--- src/rtl/adc_seq_pkg.sv ---
package adc_seq_pkg;

    localparam int SAR_W   = 10;
    localparam int BYTE_W  = 8;
    localparam int RES_W   = 16;

    localparam logic [15:0] SAMP_MIN = 16'd10;
    localparam logic [15:0] SAMP_MAX = 16'd58;
    localparam logic [15:0] C8_MIN   = 16'd51;
    localparam logic [15:0] C8_MAX   = 16'd515;
    localparam logic [15:0] C10_MIN  = 16'd63;
    localparam logic [15:0] C10_MAX  = 16'd643;

    typedef enum logic [1:0] {
        MD_B8  = 2'd0,
        MD_B10 = 2'd1,
        MD_THI = 2'd2,
        MD_TLO = 2'd3
    } mode_e;

    typedef enum logic [1:0] {
        ST_IDLE,
        ST_ARM,
        ST_SAMP,
        ST_CONV
    } state_e;

    typedef struct packed {
        logic       ie;
        mode_e      mode;
        logic       src;
        logic [2:0] ch;
    } cmd_t;

    function automatic cmd_t decode_cmd(input logic [6:0] w);
        cmd_t c;
        c.ie   = w[6];
        c.mode = mode_e'(w[5:4]);
        c.src  = w[3];
        c.ch   = w[2:0];
        return c;
    endfunction

    function automatic logic [15:0] clampv(input logic [15:0] v,
                                           input logic [15:0] lo,
                                           input logic [15:0] hi);
        if (v < lo) return lo;
        if (v > hi) return hi;
        return v;
    endfunction

    function automatic logic [15:0] conv_len(input logic [15:0] v, input mode_e m);
        if (m == MD_B10) return clampv(v, C10_MIN, C10_MAX);
        return clampv(v, C8_MIN, C8_MAX);
    endfunction

endpackage

--- src/rtl/adc_phase_timer.sv ---
module adc_phase_timer #(
    parameter int CNT_W   = 10,
    parameter int CNT_MAX = 643
) (
    input  logic             clk,
    input  logic             rst,
    input  logic             load,
    input  logic [CNT_W-1:0] load_val,
    input  logic             run,
    output logic             last
);
    logic [CNT_W-1:0] cnt;

    always_ff @(posedge clk) begin
        if (rst)
            cnt <= '0;
        else if (load)
            cnt <= load_val - 1'b1;
        else if (run && cnt != '0)
            cnt <= cnt - 1'b1;
    end

    assign last = (cnt == '0);

    // a loaded phase never exceeds the longest legal window
    assert_cnt_in_range_R7: assert property (@(posedge clk) disable iff (rst)
        cnt <= CNT_W'(CNT_MAX - 1));

    // the count only moves down while running, or on a load
    assert_cnt_monotonic_R6: assert property (@(posedge clk) disable iff (rst)
        !$past(load) && !$past(rst) |-> cnt <= $past(cnt));

endmodule

--- src/rtl/adc_sar_core.sv ---
module adc_sar_core #(
    parameter int W     = 10,
    parameter int SHORT = 8
) (
    input  logic         clk,
    input  logic         rst,
    input  logic         init,
    input  logic         step_req,
    input  logic         short_mode,
    input  logic         cmp_hi,
    output logic [W-1:0] trial,
    output logic [W-1:0] code
);
    localparam int STOP_BIT = W - 1 - SHORT;

    logic [W-1:0] acc;
    logic [W-1:0] mask;
    logic         active;

    assign active = (mask != '0) && !(short_mode && (|mask[STOP_BIT:0]));

    always_ff @(posedge clk) begin
        if (rst) begin
            acc  <= '0;
            mask <= '0;
        end else if (init) begin
            acc  <= '0;
            mask <= {1'b1, {(W-1){1'b0}}};
        end else if (step_req && active) begin
            if (cmp_hi)
                acc <= acc | mask;
            mask <= mask >> 1;
        end
    end

    assign trial = acc | mask;
    assign code  = acc;

    // exactly one trial bit, or none, is under test at a time
    assert_mask_onehot_R4: assert property (@(posedge clk) disable iff (rst)
        $onehot0(mask));

    // a short (8-bit) walk never resolves the two lowest code bits
    assert_short_low_zero_R5: assert property (@(posedge clk) disable iff (rst)
        short_mode && !$past(init) && $past(short_mode) && $past(acc[1:0]) == 2'b00
        |-> acc[1:0] == 2'b00);

endmodule

--- src/rtl/adc_seq.sv ---
module adc_seq
    import adc_seq_pkg::*;
#(
    parameter int NCH    = 8,
    parameter int SAMP_W = 6,
    parameter int CONV_W = 10
) (
    input  logic                    clk,
    input  logic                    rst,
    input  logic                    cmd_wr,
    input  logic [6:0]              cmd_data,
    input  logic                    trig,
    input  logic [SAMP_W-1:0]       samp_cycles,
    input  logic [CONV_W-1:0]       conv_cycles,
    input  logic                    thr_wr,
    input  logic [7:0]              thr_data,
    input  logic                    pend_clr,
    input  logic                    cmp_hi,
    output logic                    busy,
    output logic                    pend,
    output logic                    irq,
    output logic [15:0]             result,
    output logic [$clog2(NCH)-1:0]  mux_sel,
    output logic [SAR_W-1:0]        sar_trial
);
    localparam int CH_W = $clog2(NCH);

    state_e            st;
    cmd_t              cmd_q;
    cmd_t              cmd_new;
    logic              accept;
    logic              go;
    logic              samp_end;
    logic              conv_end;
    logic              tmr_last;
    logic              tmr_load;
    logic [CONV_W-1:0] tmr_val;
    logic [SAR_W-1:0]  code;
    logic [BYTE_W-1:0] code8;
    logic              hit;

    assign cmd_new  = decode_cmd(cmd_data);
    assign busy     = (st == ST_SAMP) || (st == ST_CONV);
    assign accept   = cmd_wr && !busy;
    assign go       = (accept && !cmd_new.src) || (st == ST_ARM && trig && !cmd_wr);
    assign samp_end = (st == ST_SAMP) && tmr_last;
    assign conv_end = (st == ST_CONV) && tmr_last;
    assign tmr_load = go || samp_end;
    assign tmr_val  = go ? CONV_W'(clampv(16'(samp_cycles), SAMP_MIN, SAMP_MAX))
                         : CONV_W'(conv_len(16'(conv_cycles), cmd_q.mode));

    adc_phase_timer #(.CNT_W(CONV_W), .CNT_MAX(int'(C10_MAX))) u_timer (
        .clk      (clk),
        .rst      (rst),
        .load     (tmr_load),
        .load_val (tmr_val),
        .run      (busy),
        .last     (tmr_last)
    );

    adc_sar_core #(.W(SAR_W), .SHORT(BYTE_W)) u_sar (
        .clk        (clk),
        .rst        (rst),
        .init       (samp_end),
        .step_req   (st == ST_CONV),
        .short_mode (cmd_q.mode != MD_B10),
        .cmp_hi     (cmp_hi),
        .trial      (sar_trial),
        .code       (code)
    );

    assign code8 = code[SAR_W-1 -: BYTE_W];

    always_comb begin
        case (cmd_q.mode)
            MD_THI:  hit = code8 > result[RES_W-1 -: BYTE_W];
            MD_TLO:  hit = code8 < result[RES_W-1 -: BYTE_W];
            default: hit = 1'b1;
        endcase
    end

    always_ff @(posedge clk) begin
        if (rst) begin
            st    <= ST_IDLE;
            cmd_q <= '0;
        end else begin
            if (accept)
                cmd_q <= cmd_new;
            case (st)
                ST_IDLE, ST_ARM: begin
                    if (go)
                        st <= ST_SAMP;
                    else if (accept)
                        st <= ST_ARM;
                end
                ST_SAMP: if (tmr_last) st <= ST_CONV;
                ST_CONV: if (tmr_last) st <= ST_IDLE;
                default: st <= ST_IDLE;
            endcase
        end
    end

    always_ff @(posedge clk) begin
        if (rst)
            result <= '0;
        else if (conv_end && cmd_q.mode == MD_B10)
            result <= {code, {(RES_W-SAR_W){1'b0}}};
        else if (conv_end && cmd_q.mode == MD_B8)
            result <= {code8, {(RES_W-BYTE_W){1'b0}}};
        else if (thr_wr)
            result <= {thr_data, {(RES_W-BYTE_W){1'b0}}};
    end

    always_ff @(posedge clk) begin
        if (rst)
            pend <= 1'b0;
        else if (conv_end && hit)
            pend <= 1'b1;
        else if (pend_clr)
            pend <= 1'b0;
    end

    assign irq     = pend && cmd_q.ie;
    assign mux_sel = cmd_q.ch[CH_W-1:0];

    assert_cmd_ignored_R11: assert property (@(posedge clk) disable iff (rst)
        busy && cmd_wr |=> $stable(mux_sel));

    assert_irq_needs_pend_R10: assert property (@(posedge clk) disable iff (rst)
        irq |-> pend);

    assert_pend_clear_R12: assert property (@(posedge clk) disable iff (rst)
        $fell(pend) |-> $past(pend_clr));

    assert_result_source_R8: assert property (@(posedge clk) disable iff (rst)
        !$stable(result) |-> $past(thr_wr) || $fell(busy));

    assert_start_cause_R2: assert property (@(posedge clk) disable iff (rst)
        $rose(busy) |-> $past(cmd_wr) || $past(trig));

endmodule

--- config.mk ---
export PLATFORM = sky130hd
export DESIGN_NAME = adc_seq
export DESIGN_NICKNAME = d
export VERILOG_FILES = /design/src/rtl/adc_seq_pkg.sv /design/src/rtl/adc_phase_timer.sv /design/src/rtl/adc_sar_core.sv /design/src/rtl/adc_seq.sv
export SDC_FILE = /design/constraint.sdc
export NUM_CORES = 1
export LEC_CHECK = 0
export BUFFER_PORTS_ARGS = -buffer_cell sky130_fd_sc_hd__buf_2
export CAP_MARGIN = 20
export CORE_MARGIN = 2
export CORE_UTILIZATION = 30
export DETAILED_ROUTE_END_ITERATION = 12
export SLEW_MARGIN = 20
export SYNTH_ARGS = -nofsm -noshare
export SYNTH_HDL_FRONTEND = slang
export SYNTH_SLANG_ARGS = --single-unit
--- constraint.sdc ---
create_clock -name clk -period 2.97 [get_ports clk]
set_input_delay 0.594 -clock clk [delete_from_list [all_inputs] [get_ports clk]]
set_output_delay 0.594 -clock clk [all_outputs]
set_load 0.005 [all_outputs]
==> impl_metrics.ini, run 1 <==
[sta]
setup_viol = 0
finalClockSkew_ns = 0.00355
fmax_ghz = 0.385
tns_ns = 0
relSlewSlack_pct = 52.5
worst_pin_slew_ns = 0.711
timing.final.crit_share_pct = 87.5
slew_violations = 0
finalCriticalPeriod_ns = 2.60
hold_viol = 0
rsz0062_at_grt = false

[synth]
syn_area_um2 = 2860
synth_seq_cells = 49
yosysTopAreaCellShare_pct = 34.3
avgSynthCellArea_um2 = 8.33
ys_seq_area_share_pct = 34.3
synthArstFlopShare_pct = 0
ys.warnings.count = 0
yosys.area.top_type = dfxtp_1
synth_ff_type = dfxtp_1
synthTopCellsByArea = dfxtp_1, mux2i_1, nor2_1
synth_edf_count = 0
synth.distinct_cells = 64
syn_inst = 343

[clocking]
clockRootBuffer = clkbuf_8
ctsHoldBuffers = 0
cts_sinks = 49
postCtsSetupRepairBufs = 0
clkLatencyLatePin_ns = 0.30
cts_tree = built
post_cts_resized = 0
clk_path_buf_depth = 2
path_clk_slew_ns = 0.09
htreeDepth = 2
cts_buffers = 5

[floorplanning]
coreArea_um2 = 9240
chipWidth_um = 102
rows = 35
initial_core_util_pct = 30.9
die_y_um = 102
boundaryPins = 70
die-area_um2 = 10300

[setup_path]
worst-r2r-cell-count = 9
critical_path_class = flop to flop
critPathCapture = u_timer.cnt[4]
startpoint = u_timer.cnt[4]
cp.required_ns = 3.18
r2r-end = u_timer.cnt[4]
crit_path_end_kind = flop
cp_max_fo = 4
worstPathArrival_ns = 2.81
r2r_start = u_timer.cnt[4]
r2r_slack_ns = 0.37
start_kind = flop

[hold_path]
hp-start = u_timer.cnt[0]
hp-class = flop to flop

[pwr]
seqPwrFrac_pct = 42.1
power_leakage_nw = 1.55
peakVddDrop_v = 0.000208
p_clk_share_pct = 27.9
p_int_mw = 1.22
swShare_pct = 31.4
p_sw_mw = 0.561
power_mw = 1.78
pwr-share-comb_pct = 30.0
pwr_density_cell_nw_per_um2 = 526

[global_route]
antenna_found_initial = 0
grt_max_degree = 34
track_usage_pct = 14.7
grt_pass1_wl_mm = 12.3
grt_overflow = 0
grt_pass1_vias = 2484

[placed_design]
io_buffers = 63
dpl.hpwl_mm = 5.69
placed_area_um2 = 3280
gp_congestion = 0.883

[detailed_routing]
postRouteAntennaNets = 0
drtPass1Iterations = 5
drc = 0
drt-initial-drc-count = 142
num_vias = 2626
routed_via_density = 4.95
wl_per_cell_um = 13.8
wl_mm = 7.34

[finish]
nFillCells = 966
diodes = 0
finalNetCount = 448
finish.utilization_pct = 36.7
fin_area_um2 = 3390
register_area_um2 = 981
mostFrequentLayoutCells = buf_2, nor2_1, dfxtp_1
drive_gt1_share_pct = 25.6
layout_commonest_cell = buf_2
syn2layout_area_growth_pct = 18.7
multi_input_area_um2 = 1720

[outcome]
status = finished clean

[job]
drv_cap = 0
sequential cells by signal (all words and copies together) (netlist names):
register     flops
u_sar.mask      10
result          10
u_timer.cnt     10
cmd_q            3
st               2
u_sar.code      10
mux_sel          3
pend             1
power by group through the flow:
| stage | registers [mW] | clock network [mW] | logic, mW |
|---|---|---|---|
| after CTS | 0.751 | 0.513 | 0.539 |
| final | 0.751 | 0.498 | 0.536 |
| after floorplan | 0.750 | 0 | 0.401 |
| after global placement | 0.765 | 0 | 0.535 |
| after global routing | 0.759 | 0.539 | 0.605 |
| after detailed placement | 0.766 | 0 | 0.535 |
layout make-up:
| type | count | area share, % |
|---|---|---|
| inverter | 10 | 1.11 |
| multi-input combinational | 264 | 50.7 |
| clock buffer | 7 | 2.55 |
| sequential | 49 | 28.9 |
| clock inverter | 1 | 0.885 |
| tap | 129 | 4.76 |
| timing repair buffer | 71 | 11.1 |
metal layers:
layer | up-vias | share of wire, % | track usage (%)
met5 | - | 0 | 0
met4 | 0 | 1.5 | 4.37
met3 | 11 | 3.5 | 2.55
met2 | 66 | 47 | 24.2
met1 | 1225 | 48 | 19.7
li1 | 1324 | - | -
how the worst min path moves through the flow:
| stage | end | slack [ns] | depth (start not counted) |
|---|---|---|---|
| floorplan | u_timer.cnt[0] | 0.45 | 2 |
| detailed placement | u_timer.cnt[0] | 0.47 | 2 |
| global placement | u_timer.cnt[0] | 0.46 | 2 |
| global route | u_timer.cnt[0] | 0.52 | 2 |
| finish | u_timer.cnt[0] | 0.48 | 2 |
| CTS | u_timer.cnt[0] | 0.48 | 2 |
Yosys cell counts (all sizes together), types with 2 or more instances:
cell type / count
nor2: 57
nor2b: 6
mux2i: 23
o31ai: 2
nand2b: 5
nor4: 5
nor3: 5
a2bb2oi: 2
a22oi: 5
ha: 9
a21oi: 25
dfxtp: 49
a31oi: 3
and2: 2
o21ai: 9
nand2: 14
nor3b: 2
or4: 2
or2: 13
and4: 2
a211oi: 12
and3: 6
buf: 12
nand3: 14
nand3b: 4
nand4: 5
xnor2: 3
inv: 10
and3b: 2
clkbuf: 13
a21o: 4
per-stage QoR:
stage	setup WS [ns]	hold slack [ns]	instances
6_report	0.371	0.484	531
2_1_floorplan	0.234	0.445	348
4_1_cts	0.346	0.484	531
5_1_grt	0.134	0.517	531
3_3_place_gp	0.158	0.463	523
3_5_place_dp	0.106	0.471	523
logic make-up (layout without fill, tap and decap cells):
kind of cell | Yosys count | in the layout | share of synthesized area [%]
buffers and inverters | 35 | 89 | 6.09
DFF | 49 | 49 | 34.3
and+or+nand+nor | 148 | 148 | 28.2
muxes | 24 | 24 | 8.59
AOI/OAI and AO/OA | 73 | 73 | 17.5
adders and majority gates | 9 | 9 | 3.94
other | 1 | 6 | 0.131
xor gates and xnor gates | 4 | 4 | 1.23
worst max-delay path, stage by stage, from the launching register on:
cell,delay (ns)
dfxtp_1,0.35
nor4_1,0.55
nand4_1,0.31
a22oi_1,0.36
o21ai_4,0.12
ha_1,0.23
buf_4,0.15
a31oi_1,0.13
a21oi_1,0.06
a211oi_1,0.25
Power figures use the tool's default switching activity.
==> run 2, diff against run 1 <==
--- a/config.mk
+++ b/config.mk
@@ -7,10 +7,10 @@
 export LEC_CHECK = 0
 export BUFFER_PORTS_ARGS = -buffer_cell sky130_fd_sc_hd__buf_2
 export CAP_MARGIN = 20
+export CORE_ASPECT_RATIO = 0.5
 export CORE_MARGIN = 2
 export CORE_UTILIZATION = 30
 export DETAILED_ROUTE_END_ITERATION = 12
-export SLEW_MARGIN = 20
 export SYNTH_ARGS = -nofsm -noshare
 export SYNTH_HDL_FRONTEND = slang
 export SYNTH_SLANG_ARGS = --single-unit
==> constraint.sdc (replaced) <==
create_clock -name clk -period 2.15 [get_ports clk]
set_input_delay 0.43 -clock clk [delete_from_list [all_inputs] [get_ports clk]]
set_output_delay 0.43 -clock clk [all_outputs]
set_load 0.005 [all_outputs]
==> run 2 against run 1 <==
Against the previous run: the flow now finishes with violations (setup timing); register-to-register slack got worse by 0.52 ns; clock skew grew 0.0074 ns; cell count up 10%; global-route usage is 0.41 points higher; core utilization grew 6.9 points; worst hold slack worse by 0.11 ns; clock power rose by 64%; first-iteration DRC count up 4.9%; flip-flop and latch count stayed put; critical endpoint is now u_timer.cnt[9]; total power rose by 68%; highest routed layer unchanged; combinational power up 110%.
==> impl_metrics.ini, run 2 (synthesis results as in run 1) <==
[outcome]
status = finished with violations
violations = setup timing

[clocking]
clkLatencyLatePin_ns = 0.30
clockRootBuffer = clkbuf_16
clk_path_buf_depth = 2
cts_tree = built
cts_buffers = 5
htreeDepth = 2
cts_sinks = 49
path_clk_slew_ns = 0.07

[hold_path]
hold_depth = 3
hp-class = input pin to flop

[detailed_routing]
routed_via_density = 4.83
drt-initial-drc-count = 149
drtPass1Iterations = 5
wl_mm = 7.72
drc = 0
num_vias = 2823
wl_per_cell_um = 13.2
postRouteAntennaNets = 0

[finish]
diodes = 0
fin_area_um2 = 4080
mostFrequentLayoutCells = buf_4, buf_2, nor2_1
layout_commonest_cell = buf_4
drive_gt1_share_pct = 41.9
syn2layout_area_growth_pct = 42.8
finalNetCount = 509

[placed_design]
placed_area_um2 = 3720
gp_congestion = 0.874
io_buffers = 63
dpl.hpwl_mm = 5.98

[sta]
tns_ns = -0.541
hold_viol = 0
fin_ws_ns = -0.145
slew_violations = 0
rsz0062_at_grt = true
timing.final.crit_share_pct = 107
finalCriticalPeriod_ns = 2.29
setup_viol = 7
finalClockSkew_ns = 0.0109
fmax_ghz = 0.436

[global_route]
grt_overflow = 0
antenna_found_initial = 0
grt_pass1_wl_mm = 12.5
grt_max_degree = 24
track_usage_pct = 15.1
grt_pass1_vias = 2636

[setup_path]
r2r_slack_ns = -0.14
cp_num_cells = 9
crit_family = simple AND/OR/NAND/NOR gates
path_buf_inv = 1
cp_cell_sequence = and4bb_4, or2_4, or4_4, o21ai_4, buf_6, nand3b_4, nor3b_4, and3b_1, o41ai_2
cpMaxStageDelayCell = or4_4
start_kind = flop
critical_path_class = flop to flop
slowest_delay_ns = 0.49
crit_path_end_kind = flop
worst-r2r-cell-count = 9
cp_max_fo = 3
cp.required_ns = 2.31
worstPathArrival_ns = 2.45

[floorplanning]
coreArea_um2 = 9350
chipWidth_um = 142
initial_core_util_pct = 30.5
die-area_um2 = 10400
die_y_um = 73
rows = 25
boundaryPins = 70

[pwr]
power_mw = 2.99
peakVddDrop_v = 0.000315
power_leakage_nw = 1.92
pwr_density_cell_nw_per_um2 = 733

[job]
drv_cap = 0
-- run 2: changes by cell type in the layout (fill, tap and decap cells not counted), moves of 3 or more --
cell       delta
buf_4        +56
clkbuf_16     +5
clkbuf_8      -6
buf_6         +5
nor4_1        -3
a21oi_1       -3
a21oi_2       +3
-- run 2: through the flow --
stage	utilization (%)	setup WS, ns	cells	hold WS (ns)
final	43.6	-0.145	584	0.370
after global routing	43.6	-0.243	584	0.389
after CTS	41.9	-0.100	580	0.368
after detailed placement	39.8	-0.336	572	0.479
after global placement	39.8	-0.315	572	0.468
after floorplan	-	-0.296	348	0.445
-- run 2: worst paths after layout --
kind | to | start
worst max-delay path | u_timer.cnt[9] | st[1]
worst min-delay path | mux_sel[1] | cmd_data[1]
worst max register to register | u_timer.cnt[9] | st[1]
worst min register to register | pend | pend
-- run 2: report_power, final --
group / total (mW) / internal, mW / switching, mW
Clock: 0.818 / 0.446 / 0.372
Combinational: 1.14 / 0.609 / 0.536
Sequential: 1.03 / 0.974 / 0.0528
Total: 2.99 / 2.03 / 0.960
-- run 2: metal layers --
metal | vias to the layer above | global-route usage, % | routed length, um
met2 | 55 | 23.6 | 3410
met5 | - | 0 | 0
met3 | 9 | 3.67 | 427
met4 | 0 | 4.22 | 78
li1 | 1445 | - | -
met1 | 1314 | 21.0 | 3810
-- run 2: cell type report --
| cell class | instances | area, um^2 |
|---|---|---|
| Timing Repair Buffer | 132 | 852 |
| Clock buffer | 5 | 125 |
| Clock inverter | 3 | 28.8 |
| Fill cell | 936 | 5270 |
| Multi-Input combinational cell | 264 | 1900 |
| Tap cell | 121 | 151 |
| Sequential cell | 49 | 983 |
| Inverter | 10 | 37.5 |
-- run 2: what timing repair did --
action                                  4_1_cts  5_1_grt
gates resized for setup                      12       28
hold buffers                                  0        0
endpoints found under the setup margin        7        8
buffers inserted                              0        4
pin swaps                                     2       12
-- run 2: worst reg2reg max path: cells and delay by family, from the launching register on --
kind,cells,cell delay (ns)
AND/OR/NAND/NOR,6,1.43
flip-flops,1,0.34
AO/OA/AOI/OAI,2,0.26
buffers and inverters,1,0.13
